--- src/rtl/cbs_pkg.sv ---
package cbs_pkg;
   // width of threshold arithmetic; cell codes are widened to it
   localparam int THR_W = 16;
   localparam int NUM_LVL = 3;
   typedef enum logic [1:0] {
      LVL_BAL = 2'd0,
      LVL_OV1 = 2'd1,
      LVL_OV2 = 2'd2
   } cbs_lvl_e;
   typedef logic [THR_W-1:0] cbs_thr_t [NUM_LVL];
endpackage

--- src/rtl/cbs_tick_gen.sv ---
module cbs_tick_gen #(
   parameter int DIV_W = 16
) (
   input  logic             clk,
   input  logic             rst_n,
   input  logic             run,
   input  logic [DIV_W-1:0] div,
   output logic             tick
);
   logic [DIV_W-1:0] cnt_q;

   initial begin
      if (DIV_W < 1) $error("cbs_tick_gen: DIV_W must be positive");
   end

   assign tick = run && (cnt_q >= div);

   always_ff @(posedge clk or negedge rst_n) begin
      if (!rst_n)       cnt_q <= '0;
      else if (!run)    cnt_q <= '0;
      else if (tick)    cnt_q <= '0;
      else              cnt_q <= cnt_q + 1'b1;
   end
endmodule

--- src/rtl/cbs_agree_filter.sv ---
module cbs_agree_filter #(
   parameter int LEN = 4
) (
   input  logic clk,
   input  logic rst_n,
   input  logic clear,
   input  logic sample,
   input  logic raw,
   output logic state
);
   initial begin
      if (LEN < 1) $error("cbs_agree_filter: LEN must be at least 1");
   end

   generate
      if (LEN == 1) begin : g_direct
         always_ff @(posedge clk or negedge rst_n) begin
            if (!rst_n)      state <= 1'b0;
            else if (clear)  state <= 1'b0;
            else if (sample) state <= raw;
         end
      end else begin : g_counted
         localparam int RW = $clog2(LEN);
         localparam logic [RW-1:0] LAST = RW'(LEN - 1);
         logic [RW-1:0] run_q;
         always_ff @(posedge clk or negedge rst_n) begin
            if (!rst_n) begin
               state <= 1'b0;
               run_q <= '0;
            end else if (clear) begin
               state <= 1'b0;
               run_q <= '0;
            end else if (sample) begin
               if (raw == state) begin
                  run_q <= '0;
               end else if (run_q == LAST) begin
                  state <= raw;
                  run_q <= '0;
               end else begin
                  run_q <= run_q + 1'b1;
               end
            end
         end
      end
   endgenerate
endmodule

--- src/rtl/cbs_thresholds.sv ---
module cbs_thresholds
   import cbs_pkg::*;
#(
   parameter int SEL_W   = 3,
   parameter int BASE_MV = 2400,
   parameter int STEP_MV = 100,
   parameter int OV1_LO  = 150,
   parameter int OV1_HI  = 250,
   parameter int OV2_LO  = 300,
   parameter int OV2_HI  = 500
) (
   input  logic [SEL_W-1:0] vsel,
   input  logic             ofs_sel,
   output cbs_thr_t         thr
);
   localparam int TOP_MV = BASE_MV + STEP_MV * ((1 << SEL_W) - 1)
                           + ((OV2_HI > OV2_LO) ? OV2_HI : OV2_LO);

   initial begin
      if (TOP_MV >= (1 << THR_W)) $error("cbs_thresholds: levels exceed THR_W");
      if (OV1_LO > OV2_LO || OV1_HI > OV2_HI) $error("cbs_thresholds: level 2 below level 1");
   end

   logic [THR_W-1:0] bal_mv;

   always_comb begin
      bal_mv       = THR_W'(BASE_MV) + THR_W'(STEP_MV) * THR_W'(vsel);
      thr[LVL_BAL] = bal_mv;
      thr[LVL_OV1] = bal_mv + (ofs_sel ? THR_W'(OV1_HI) : THR_W'(OV1_LO));
      thr[LVL_OV2] = bal_mv + (ofs_sel ? THR_W'(OV2_HI) : THR_W'(OV2_LO));
   end
endmodule

--- src/rtl/cbs_cell_slice.sv ---
module cbs_cell_slice
   import cbs_pkg::*;
#(
   parameter int CODE_W   = 12,
   parameter int FILT_LEN = 4
) (
   input  logic              clk,
   input  logic              rst_n,
   input  logic              clear,
   input  logic              active,
   input  logic              sample,
   input  logic [CODE_W-1:0] code,
   input  cbs_thr_t          thr,
   output logic [NUM_LVL-1:0] det
);
   initial begin
      if (CODE_W > THR_W) $error("cbs_cell_slice: CODE_W wider than THR_W");
   end

   logic [THR_W-1:0]   code_w;
   logic [NUM_LVL-1:0] raw;
   logic [NUM_LVL-1:0] filt;

   assign code_w = THR_W'(code);

   generate
      for (genvar j = 0; j < NUM_LVL; j++) begin : g_lvl
         assign raw[j] = (code_w >= thr[j]);
         cbs_agree_filter #(.LEN(FILT_LEN)) u_filt (
            .clk    (clk),
            .rst_n  (rst_n),
            .clear  (clear || !active),
            .sample (sample),
            .raw    (raw[j]),
            .state  (filt[j])
         );
      end
   endgenerate

   assign det = active ? filt : '0;
endmodule

--- src/rtl/cell_balance_ctrl.sv ---
module cell_balance_ctrl
   import cbs_pkg::*;
#(
   parameter int MAX_CELLS = 6,
   parameter int MIN_CELLS = 4,
   parameter int CODE_W    = 12,
   parameter int SEL_W     = 3,
   parameter int DIV_W     = 16,
   parameter int FILT_LEN  = 4,
   localparam int CNT_W    = $clog2(MAX_CELLS + 1)
) (
   input  logic                        clk,
   input  logic                        rst_n,
   input  logic                        enable,
   input  logic [CNT_W-1:0]            cell_count,
   input  logic [SEL_W-1:0]            vsel,
   input  logic                        ofs_sel,
   input  logic [MAX_CELLS*CODE_W-1:0] cell_mv,
   input  logic [MAX_CELLS-1:0]        drain_fb,
   input  logic [DIV_W-1:0]            tick_div,
   output logic [MAX_CELLS-1:0]        shunt_en,
   output logic                        ov1_pull,
   output logic                        ov2_pull,
   output logic                        ok_pull
);
   initial begin
      if (MIN_CELLS < 1 || MIN_CELLS > MAX_CELLS)
         $error("cell_balance_ctrl: MIN_CELLS out of range");
   end

   localparam logic [CNT_W-1:0] LO_CNT = CNT_W'(MIN_CELLS);
   localparam logic [CNT_W-1:0] HI_CNT = CNT_W'(MAX_CELLS);

   cbs_thr_t             thr;
   logic                 tick;
   logic [CNT_W-1:0]     ncell;
   logic [MAX_CELLS-1:0] active;
   logic [MAX_CELLS-1:0] bal_det;
   logic [MAX_CELLS-1:0] ov1_det;
   logic [MAX_CELLS-1:0] ov2_det;
   logic [MAX_CELLS-1:0] chk_pass;

   always_comb begin
      if (cell_count < LO_CNT)      ncell = LO_CNT;
      else if (cell_count > HI_CNT) ncell = HI_CNT;
      else                          ncell = cell_count;
   end

   cbs_tick_gen #(.DIV_W(DIV_W)) u_tick (
      .clk   (clk),
      .rst_n (rst_n),
      .run   (enable),
      .div   (tick_div),
      .tick  (tick)
   );

   cbs_thresholds #(.SEL_W(SEL_W)) u_thr (
      .vsel    (vsel),
      .ofs_sel (ofs_sel),
      .thr     (thr)
   );

   generate
      for (genvar i = 0; i < MAX_CELLS; i++) begin : g_cell
         logic [NUM_LVL-1:0] det;
         assign active[i] = (CNT_W'(i) < ncell);
         cbs_cell_slice #(.CODE_W(CODE_W), .FILT_LEN(FILT_LEN)) u_slice (
            .clk    (clk),
            .rst_n  (rst_n),
            .clear  (!enable),
            .active (active[i]),
            .sample (tick),
            .code   (cell_mv[i*CODE_W +: CODE_W]),
            .thr    (thr),
            .det    (det)
         );
         assign bal_det[i]  = det[LVL_BAL];
         assign ov1_det[i]  = det[LVL_OV1];
         assign ov2_det[i]  = det[LVL_OV2];
         assign shunt_en[i] = enable && bal_det[i];
         assign chk_pass[i] = !active[i] || (shunt_en[i] && !drain_fb[i]);
      end
   endgenerate

   assign ov1_pull = enable && (|ov1_det);
   assign ov2_pull = enable && (|ov2_det);
   assign ok_pull  = enable && (&chk_pass);
endmodule

--- config.mk ---
export PLATFORM = sky130hd
export DESIGN_NAME = cell_balance_ctrl
export DESIGN_NICKNAME = d
export VERILOG_FILES = /design/src/rtl/cbs_pkg.sv /design/src/rtl/cbs_tick_gen.sv /design/src/rtl/cbs_agree_filter.sv /design/src/rtl/cbs_thresholds.sv /design/src/rtl/cbs_cell_slice.sv /design/src/rtl/cell_balance_ctrl.sv
export SDC_FILE = /design/constraint.sdc
export NUM_CORES = 1
export LEC_CHECK = 0
export BUFFER_PORTS_ARGS = -buffer_cell sky130_fd_sc_hd__buf_2
export CAP_MARGIN = 20
export CORE_UTILIZATION = 55
export CTS_BUF_LIST = sky130_fd_sc_hd__clkbuf_8
export DETAILED_ROUTE_END_ITERATION = 10
export HOLD_SLACK_MARGIN = 0.12
export PLACE_DENSITY = 0.77
export SKIP_LAST_GASP = 1
export SYNTH_ARGS = -nofsm -noshare
export SYNTH_HDL_FRONTEND = slang
export SYNTH_SLANG_ARGS = --single-unit
--- constraint.sdc ---
create_clock -name clk -period 3.3 [get_ports clk]
set_input_delay 0.33 -clock clk [delete_from_list [all_inputs] [get_ports clk]]
set_output_delay 0.33 -clock clk [all_outputs]
set_load 0.01 [all_outputs]
== After elaboration in Yosys (flattened, before gate mapping) ==
Index checks and enable logic that the tools add are counted.
W data, S select, Z words.
Word-level totals
  bits in registers: 70
  output and inout bits: 9
  bits in read-only memories: 0
  bits in latches: 0
  bits in writable memories: 0
  logic and storage cells: 383
  bits of input ports: 104
  memories: 0
Operators by class
  multiplexer cells: 156
  bitwise logic cells: 0
  shifts and indexed selects: 0
  multipliers: 1
  $lt $le $gt $ge: 27
  add/subtract/negate cells: 22
  reduce and logical (&&, ||, !) cells: 86
  equality and inequality tests: 54
  div/mod/pow operators: 0
Operator list (number)
  $ge A12 B16 Y1: 12
  $mux W2: 72
  $ge A12 B13 Y1: 6
  $mux W1: 72
  $reduce_and A3 Y1: 18
  $reduce_bool A2 Y1: 24
  $add A2 B1 Y2 const B: 18
  $eq A2 B2 Y1 const B: 18
  $add A16 B16 Y16: 2
  $mux W16: 2
  $mux W3: 8
  $ne A2 B1 Y1 const B: 12
  $eq A1 B1 Y1: 18
  $add A16 B1 Y16 const B: 1
  $ge A16 B16 Y1: 1
  $logic_and A1 B1 Y1: 16
  $add A12 B10 Y13 const A: 1
  $logic_not A1 Y1: 13
  $logic_or A1 B1 Y1: 12
  $ne A2 B2 Y1 const B: 6
  $reduce_or A6 Y1: 2
  $mul A5 B3 Y8 const A: 1
  $mux W8: 1
  $mux W7: 1
  6 further kinds: 9

== Longest topological paths before layout ==
Gate-level depths: netlist of the first run.
  word-level depth: 10
  mapped depth: 19
  gate-level depth less buffers: 19

== Modules after synthesis ==
From an unflattened synthesis of the first run, not the netlist that was laid out.
Second synthesis, totals
  cell total of the unflattened synthesis: 1277
  area, all modules: 10627.7 sq um
By module, submodules not included
  cbs_cell_slice: instances 6, cells an instance 128, sequential area each 0.0 sq um, area an instance 910.9 sq um
  cbs_agree_filter: instances 18, cells an instance 14, sequential area each 75.1 sq um, area an instance 158.9 sq um
  cbs_tick_gen: instances 1, cells an instance 134, sequential area each 400.4 sq um, area an instance 1321.3 sq um
  cbs_thresholds: instances 1, cells an instance 101, sequential area each 0.0 sq um, area an instance 828.3 sq um
  cell_balance_ctrl: instances 1, cells an instance 22, sequential area each 0.0 sq um, area an instance 152.6 sq um

== Least setup slack after synthesis of the first run ==
Ideal clock, no wire load.
  path kind: input to register
  from: input vsel[1]
  to: register g_cell[0].u_slice.g_lvl[2].u_filt.g_counted.run_q[0]
  stages: 16
  data arrival time: 3.890 ns
  setup slack: -0.694 ns
  cell sequence: inv_1 > ha_1 > inv_1 > ha_1 > xnor2_1 > ha_1 > a21oi_1 > nand2_1 > xor2_1 > ha_1 > a2111o_1 > a21oi_1 > a21oi_1 > o2111ai_1 > nand3_1 > o311ai_1
Between the ends
  word-level cells in the longest chain between the ends: 8
RTL lines
  from (decl): RTL line cell_balance_ctrl.sv:16  | input logic [SEL_W-1:0] vsel,
  $mul A5 B3 Y8: RTL line cbs_thresholds.sv:27  | bal_mv = THR_W'(BASE_MV) + THR_W'(STEP_MV) * THR_W'(vsel);
  $add A12 B10 Y13: RTL line cbs_thresholds.sv:27
  $add A16 B16 Y16: RTL line cbs_thresholds.sv:30  | thr[LVL_OV2] = bal_mv + (ofs_sel ? THR_W'(OV2_HI) : THR_W'(OV2_LO));
  $ge A12 B16 Y1: RTL line cbs_cell_slice.sv:28  | assign raw[j] = (code_w >= thr[j]);
  $eq A1 B1 Y1: RTL line cbs_agree_filter.sv:34  | if (raw == state) begin
  $mux W2: RTL line cbs_agree_filter.sv:34
  $mux W2: RTL line cbs_agree_filter.sv:33  | end else if (sample) begin
  $mux W2: RTL line cbs_agree_filter.sv:30  | end else if (clear) begin
  to (signal assigned): RTL line cbs_agree_filter.sv:40  | run_q <= run_q + 1'b1;
  to (decl): RTL line cbs_agree_filter.sv:25  | logic [RW-1:0] run_q;
No other way between the ends. The select of a mux whose other input is x is not followed.
A chain may end at the register's enable or synchronous reset.

== Final worst setup path of the first run ==
Ends and elaborated chain as after synthesis.

==> results of run 1 <==
[area by class of cell]
| cell class | instances | area, µm² |
|---|---|---|
| tap | 184 | 230.2 |
| clock buffer | 10 | 137.6 |
| multi-input combinational | 814 | 7015 |
| fill | 1099 | 4035 |
| antenna | 2 | 5.005 |
| clock inverter | 6 | 62.56 |
| inverter | 44 | 172.7 |
| timing repair buffer | 205 | 1344 |
| sequential | 70 | 1752 |
[kinds of logic (layout without fill, tap and decap cells)]
group	count (synthesis)	count (layout)
adder cells (fa/ha/maj)	215	215
XOR/XNOR	36	36
buffers and inverters	70	265
other	1	8
multiplexers	8	8
flip-flops	70	70
AO/OA/AOI/OAI	265	265
AND/OR/NAND/NOR	284	284
[flip-flops by register name, summed over array words and instances (netlist names)]
register and cells:
g_cell.u_slice.g_lvl.u_filt.g_counted.run_q 36, g_cell.u_slice.g_lvl.u_filt.state 18, u_tick.cnt_q 16
[what timing repair did]
| item | CTS | global route |
|---|---|---|
| setup endpoints to repair | 15 | 38 |
| gates resized for setup | 18 | 52 |
| setup buffers | 1 | 13 |
| hold buffers | 1 | 0 |
| hold endpoints to repair | 29 | 0 |
| pin swaps | 18 | 44 |
[layout by cell type, fill, tap and decap left out, drive strengths merged, types with 9 or more instances in the layout]
cell / Yosys / layout
ha: 210 / 210
buf: 7 / 204
nor2: 72 / 72
a21oi: 71 / 71
dfrtp: 70 / 70
nand2: 59 / 59
nand3: 45 / 45
inv: 44 / 43
o21ai: 42 / 42
a21o: 20 / 20
xnor2: 20 / 20
xor2: 16 / 16
nor3: 16 / 16
o21a: 15 / 15
and3: 15 / 15
nand4: 13 / 13
nand2b: 13 / 13
o211ai: 10 / 10
nand4b: 10 / 10
clkbuf: 19 / 10
o31ai: 10 / 10
o2111ai: 9 / 9
[layer usage]
layer | up-vias | global-route usage, % | share of wire [%]
li1 | 4010 | - | -
met1 | 3969 | 38.17 | 45
met2 | 235 | 48.30 | 48
met3 | 47 | 4.376 | 4.5
met4 | 0 | 7.867 | 2.3
met5 | - | 0 | 0
[power groups by stage]
stage | sequential, mW | combinational (mW) | clock [mW]
6_report | 0.864 | 2.48 | 0.709
4_1_cts | 0.864 | 2.14 | 0.716
3_5_place_dp | 0.881 | 2.04 | 0
2_1_floorplan | 0.880 | 1.29 | 0
3_3_place_gp | 0.881 | 1.97 | 0
5_1_grt | 0.865 | 2.73 | 0.753
[path summary, 6_finish.rpt]
path	cells past startpoint	to	slack [ns]
max in group asynchronous	3	g_cell[5].u_slice.g_lvl[2].u_filt.state	2.07
setup reg to reg	8	u_tick.cnt_q[5]	0.24
min in group asynchronous	2	async pin	0.56
setup / recovery	19	flip-flop	-0.09
hold / removal	3	g_cell[5].u_slice.g_lvl[2].u_filt.state	0.40
hold reg to reg	1	flip-flop	0.50
[worst reg2reg max path, stage by stage, from the launching register on]
cell,delay [ns]
dfrtp_1,0.44
ha_1,0.31
a21o_1,0.18
a31oi_1,0.14
o21ai_0,0.11
a31oi_1,0.37
o31a_1,0.65
nand2_1,0.54
nor2_1,0.24
[metrics by stage]
| stage | std cells | util [%] | hold slack [ns] | setup TNS [ns] | total power, mW |
|---|---|---|---|---|---|
| global placement | 1305 | 67.87 | 0.4193 | -11.59 | 2.856 |
| detailed placement | 1305 | 67.87 | 0.4209 | -15.02 | 2.920 |
| floorplan | 954 | - | 0.03441 | -4.409 | 2.173 |
| global route | 1335 | 72.65 | 0.4178 | -3.000 | 4.351 |
| CTS | 1322 | 70.22 | 0.4007 | -0.002273 | 3.723 |
| finish | 1335 | 72.65 | 0.4004 | -0.3977 | 4.052 |
==> results.toml, run 1 <==
[setup_path]
critPathTopFamily = "compound AO/OA/AOI/OAI gates"
cp_data_arrival_time_ns = 3.62
cp-end-kind = "flip-flop"
cp_slowest_cell = "a2111o_1"
crit_buf_inv = 4
path_class = "primary input to flip-flop"
critical_path.cell_chain = "buf_6 > clkinvlp_4 > ha_4 > inv_2 > ha_4 > xnor2_4 > ha_4 > a21oi_4 > nand2_2 > xor2_4 > buf_12 > ha_4 > a2111o_1 > a21oi_2 > a21oi_2 > o2111ai_2 > nand3_2 > nand3_2 > o311ai_2"
cpPeakStageDelay_ns = 0.42
crit_top_cell = "ha_4"
worstPathRequired_ns = 3.53
startpoint_type = "primary input"
r2r_start = "u_tick.cnt_q[2]"
cp_max_fo = 6
crit_path_start = "vsel[1]"

[sta]
finalMaxSlewViolations = 0
finalWorstSetupSlack_ns = -0.08925
hold_viol = 0
min_period_over_period_pct = 102.7
fmaxAchievable_mhz = 295.1
rsz0062_at_grt = "true"
final.min_clock_period_ns = 3.389
tightest_slew_ns = 0.7218
skew_ns = 0.007150
slew_headroom_pct = 51.88
setup_viol_count_final = 9

[status]
violations = "setup timing"
status = "complete, but fails checks"

[floorplan]
die_h_um = 125.8
ios = 113
die-area_um2 = 15830
coreArea_um2 = 14750
rows = 44
initial_utilization_pct = 57.14
die_w_um = 125.8

[routing]
drtIter0Drc = 525
drc = 0
totalWireLength_um = 23380
via_per_inst = 6.188
wl_per_cell_um = 17.51
via_count = 8261
dr.pass1.iters = 5
drtAntennaViolNets = 0

[synthesis]
synth_compound_area_share_pct = 21.64
synthTopCellsByCount = "ha_1, a21oi_1, dfrtp_1, nor2_1, nand2_1"
synth_top_family_by_area = "adder cells"
synthSimpleGateAreaFrac_pct = 17.32
synth_cell_types = 72
synth_mux_area_share_pct = 0.9498
synth_top_cell_area_share_pct = 31.17
yosys.area_share.adder_pct = 32.04
synthFlopType = "dfrtp_1"
syn-cell-area_um2 = 8431
avgSynthCellArea_um2 = 8.884
synth_xor_area_share_pct = 3.918
netlist_instances = 949
yosys_warnings = 0
yosys.cell_count.top_type = "ha_1"
synth-seq-cells = 70
synth-edff-count = 0
yosysTopAreaCell = "ha_1"
async_flop_share_pct = 100.0
ys_seq_area_share_pct = 20.78
netlist_top_cells_area = "ha_1, dfrtp_1, a21oi_1, nor2_1, nand3_1"

[placement]
globalplace.congestion = 0.9316
dp.final_hpwl_um = 17960
placed_area_um2 = 10010
port_buffers = 112
dpl_worst_slack_ns = -0.6176

[power_and_ir_drop]
combPwrFrac_pct = 61.2
p_clk_share_pct = 17.5
total_leakage_power_nw = 5.269
power_frac_seq_pct = 21.3
ir_worst_vdd_uv = 255.3
sw_frac_of_total_pct = 40.30
p_switching_mw = 1.633
p_int_mw = 2.419
power_density_nw_per_um2 = 378.0

[cells_and_area]
fin_area_um2 = 10720
drive_above_1_share_pct = 27.50
syn_to_final_growth_pct = 27.14
final_nets = 1460

[clock_tree]
cts.clk_slew.worst_paths_ns = 0.08
numCtsBuffers = 9
clkSinkCount = 70
worst_skew_pair.late_latency_ns = 0.36
cts_tree = "done"
clock_path_buffers = 2
clock-root-buffer = "clkbuf_8"
htreeDepth = 3

[global_routing]
grt_max_degree = 68
antenna_found_initial = 2
overflow = 0
grt_pass1_vias = 7799
grt_usage_pct = 28.65
grt_pass1_wl_um = 36510

[worst_hold_path]
hold_path_startpoint = "cell_count[1]"
hold_class = "primary input to flip-flop"

[job]
max_cap_viol_count = 0
Power figures use the tool's default switching activity.
==> run 2: changes to the inputs <==
--- a/config.mk
+++ b/config.mk
@@ -7,11 +7,13 @@
 export LEC_CHECK = 0
 export BUFFER_PORTS_ARGS = -buffer_cell sky130_fd_sc_hd__buf_2
 export CAP_MARGIN = 20
-export CORE_UTILIZATION = 55
+export CELL_PAD_IN_SITES_DETAIL_PLACEMENT = 0
+export CELL_PAD_IN_SITES_GLOBAL_PLACEMENT = 1
+export CORE_UTILIZATION = 46
 export CTS_BUF_LIST = sky130_fd_sc_hd__clkbuf_8
 export DETAILED_ROUTE_END_ITERATION = 10
 export HOLD_SLACK_MARGIN = 0.12
-export PLACE_DENSITY = 0.77
+export PLACE_DENSITY_LB_ADDON = 0.1
 export SKIP_LAST_GASP = 1
 export SYNTH_ARGS = -nofsm -noshare
 export SYNTH_HDL_FRONTEND = slang
==> results.toml, run 2 (synthesis results as in run 1) <==
[clock_tree]
clock_path_buffers = 2
cts.clk_slew.worst_paths_ns = 0.08
worst_skew_pair.late_latency_ns = 0.35
clock-root-buffer = "clkbuf_8"
htreeDepth = 3
numCtsBuffers = 9
clkSinkCount = 70
cts_hold_buf = 0
cts_tree = "done"

[routing]
drtIter0Drc = 418
wl_met1_um = 11610
via_count = 8064
top_layer = "met4"
via_per_inst = 5.768
wl_met2_um = 10840
drc = 0
wl_per_cell_um = 16.75
dr.pass1.iters = 5
wl_met3_um = 685
drtAntennaViolNets = 0
totalWireLength_um = 23420

[placement]
dp.final_hpwl_um = 18660
dpl_worst_slack_ns = -0.5705
port_buffers = 112
globalplace.congestion = 0.9022

[cells_and_area]
largest_register = "g_cell.u_slice.g_lvl.u_filt.g_counted.run_q"
drive_above_1_share_pct = 30.85
final_cell_mix = "ha_1, buf_2, buf_4, dfrtp_1, nor2_1"
largest_registers = "g_cell.u_slice.g_lvl.u_filt.g_counted.run_q (36), g_cell.u_slice.g_lvl.u_filt.state (18), u_tick.cnt_q (16)"
syn_to_final_growth_pct = 31.69
fillers = 1595
fin_util_pct = 61.80
largest_reg_flops = 36
multiInputGateArea_um2 = 7219
final_nets = 1479
seq_area_um2 = 1752
final_common_cell = "ha_1"

[global_routing]
overflow = 0
grt_pass1_wl_um = 36940
grt_pass1_vias = 7473
grt_max_degree = 71
grt_usage_pct = 25.15
antenna_found_initial = 2

[sta]
min_period_over_period_pct = 101.4
final.min_clock_period_ns = 3.346
slew_headroom_pct = 39.85
fmaxAchievable_mhz = 298.9
hold_viol = 0
finalMaxSlewViolations = 0
finalWorstSetupSlack_ns = -0.04593
tightest_slew_ns = 0.9023
totalNegativeSetupSlack_ns = -0.1958
rsz0062_at_grt = "true"
fin_hold_ws_ns = 0.1766
skew_ns = 0.006451
setup_viol_count_final = 7

[power_and_ir_drop]
total_leakage_power_nw = 5.373
sw_frac_of_total_pct = 40.59
p_switching_mw = 1.687
p_clk_share_pct = 14.4
combPwrFrac_pct = 64.8
power_frac_seq_pct = 20.8
fin_total_pwr_mw = 4.157
ir_worst_vdd_uv = 256.6
power_density_nw_per_um2 = 374.4
p_int_mw = 2.470

[floorplan]
coreArea_um2 = 17960
rows = 49
die_w_um = 137.4
initial_utilization_pct = 46.93
ios = 113
die_h_um = 137.4
die-area_um2 = 18870

[status]
status = "complete, but fails checks"
violations = "setup timing"

[setup_path]
cp_max_fo = 4
cp_data_arrival_time_ns = 3.59
path_class = "primary input to flip-flop"
worstPathRequired_ns = 3.54
cp-end-kind = "flip-flop"
startpoint_type = "primary input"

[worst_hold_path]
hold_class = "primary input to async pin"

[job]
max_cap_viol_count = 0
## run 2: cell count changes in the layout (fill, tap and decap cells not counted), moves of 3 or more
cell	delta
a21oi_1	-9
ha_4	+6
xnor2_4	+3
buf_6	+3
a21oi_2	+8
buf_4	+15
ha_1	-6
## run 2: critical path, cell delays in order
cell and delay (ns):
buf_8 0.08, clkinvlp_4 0.10, ha_4 0.28, inv_2 0.04
ha_4 0.25, xnor2_4 0.20, ha_4 0.25, a21o_1 0.22
nor2_4 0.11, xor2_2 0.19, buf_4 0.15, ha_4 0.19
nand2_1 0.05, o21ai_1 0.05, a31oi_1 0.14, o21ai_1 0.11
o2111ai_1 0.20, nand3_1 0.17, xor2_2 0.22, a32o_1 0.25
## run 2: area by class of cell
type	instances	area share, %
clock inverter	6	0.3606
timing repair buffer	224	13.51
antenna	2	0.04508
clock buffer	9	1.116
tap	229	2.581
sequential	70	15.78
multi-input combinational	814	65.03
inverter	44	1.578
## run 2: power by group through the flow
| stage | Sequential, mW | Clock (mW) | Combinational (mW) |
|---|---|---|---|
| 6_report | 0.864 | 0.599 | 2.69 |
| 3_3_place_gp | 0.881 | 0 | 2.08 |
| 2_1_floorplan | 0.880 | 0 | 1.29 |
| 4_1_cts | 0.864 | 0.619 | 2.24 |
| 5_1_grt | 0.865 | 0.655 | 2.97 |
| 3_5_place_dp | 0.881 | 0 | 2.11 |
## run 2: path summary, 6_finish.rpt
kind	startpoint	to	slack (ns)	cells after the start
setup / recovery	vsel[1]	flip-flop	-0.05	20
hold / removal	rst_n	u_tick.cnt_q[7]	0.18	2
setup reg to reg	u_tick.cnt_q[2]	u_tick.cnt_q[4]	0.49	9
hold reg to reg	flip-flop	flip-flop	0.50	1
max in group asynchronous	rst_n	async pin	2.53	2
min in group clk	enable	flip-flop	0.40	3
## run 2: routing by layer
layer	up-vias	global-route usage, %
li1	4057	-
met1	3846	35.68
met2	140	41.21
met3	21	3.127
met4	0	3.968
met5	-	0
## run 2: per-stage QoR
stage	std cells	cell area [µm²]
final	1398	11100
after global routing	1398	11100
after CTS	1390	10520
after detailed placement	1369	10200
after global placement	1369	10200
after floorplan	954	8673
## run 2: repair_timing
action	in CTS	in global routing
buffers inserted	6	11
endpoints found under the setup margin	24	42
pin swaps	19	64
resized for setup	18	91
endpoints found under the hold margin	0	0
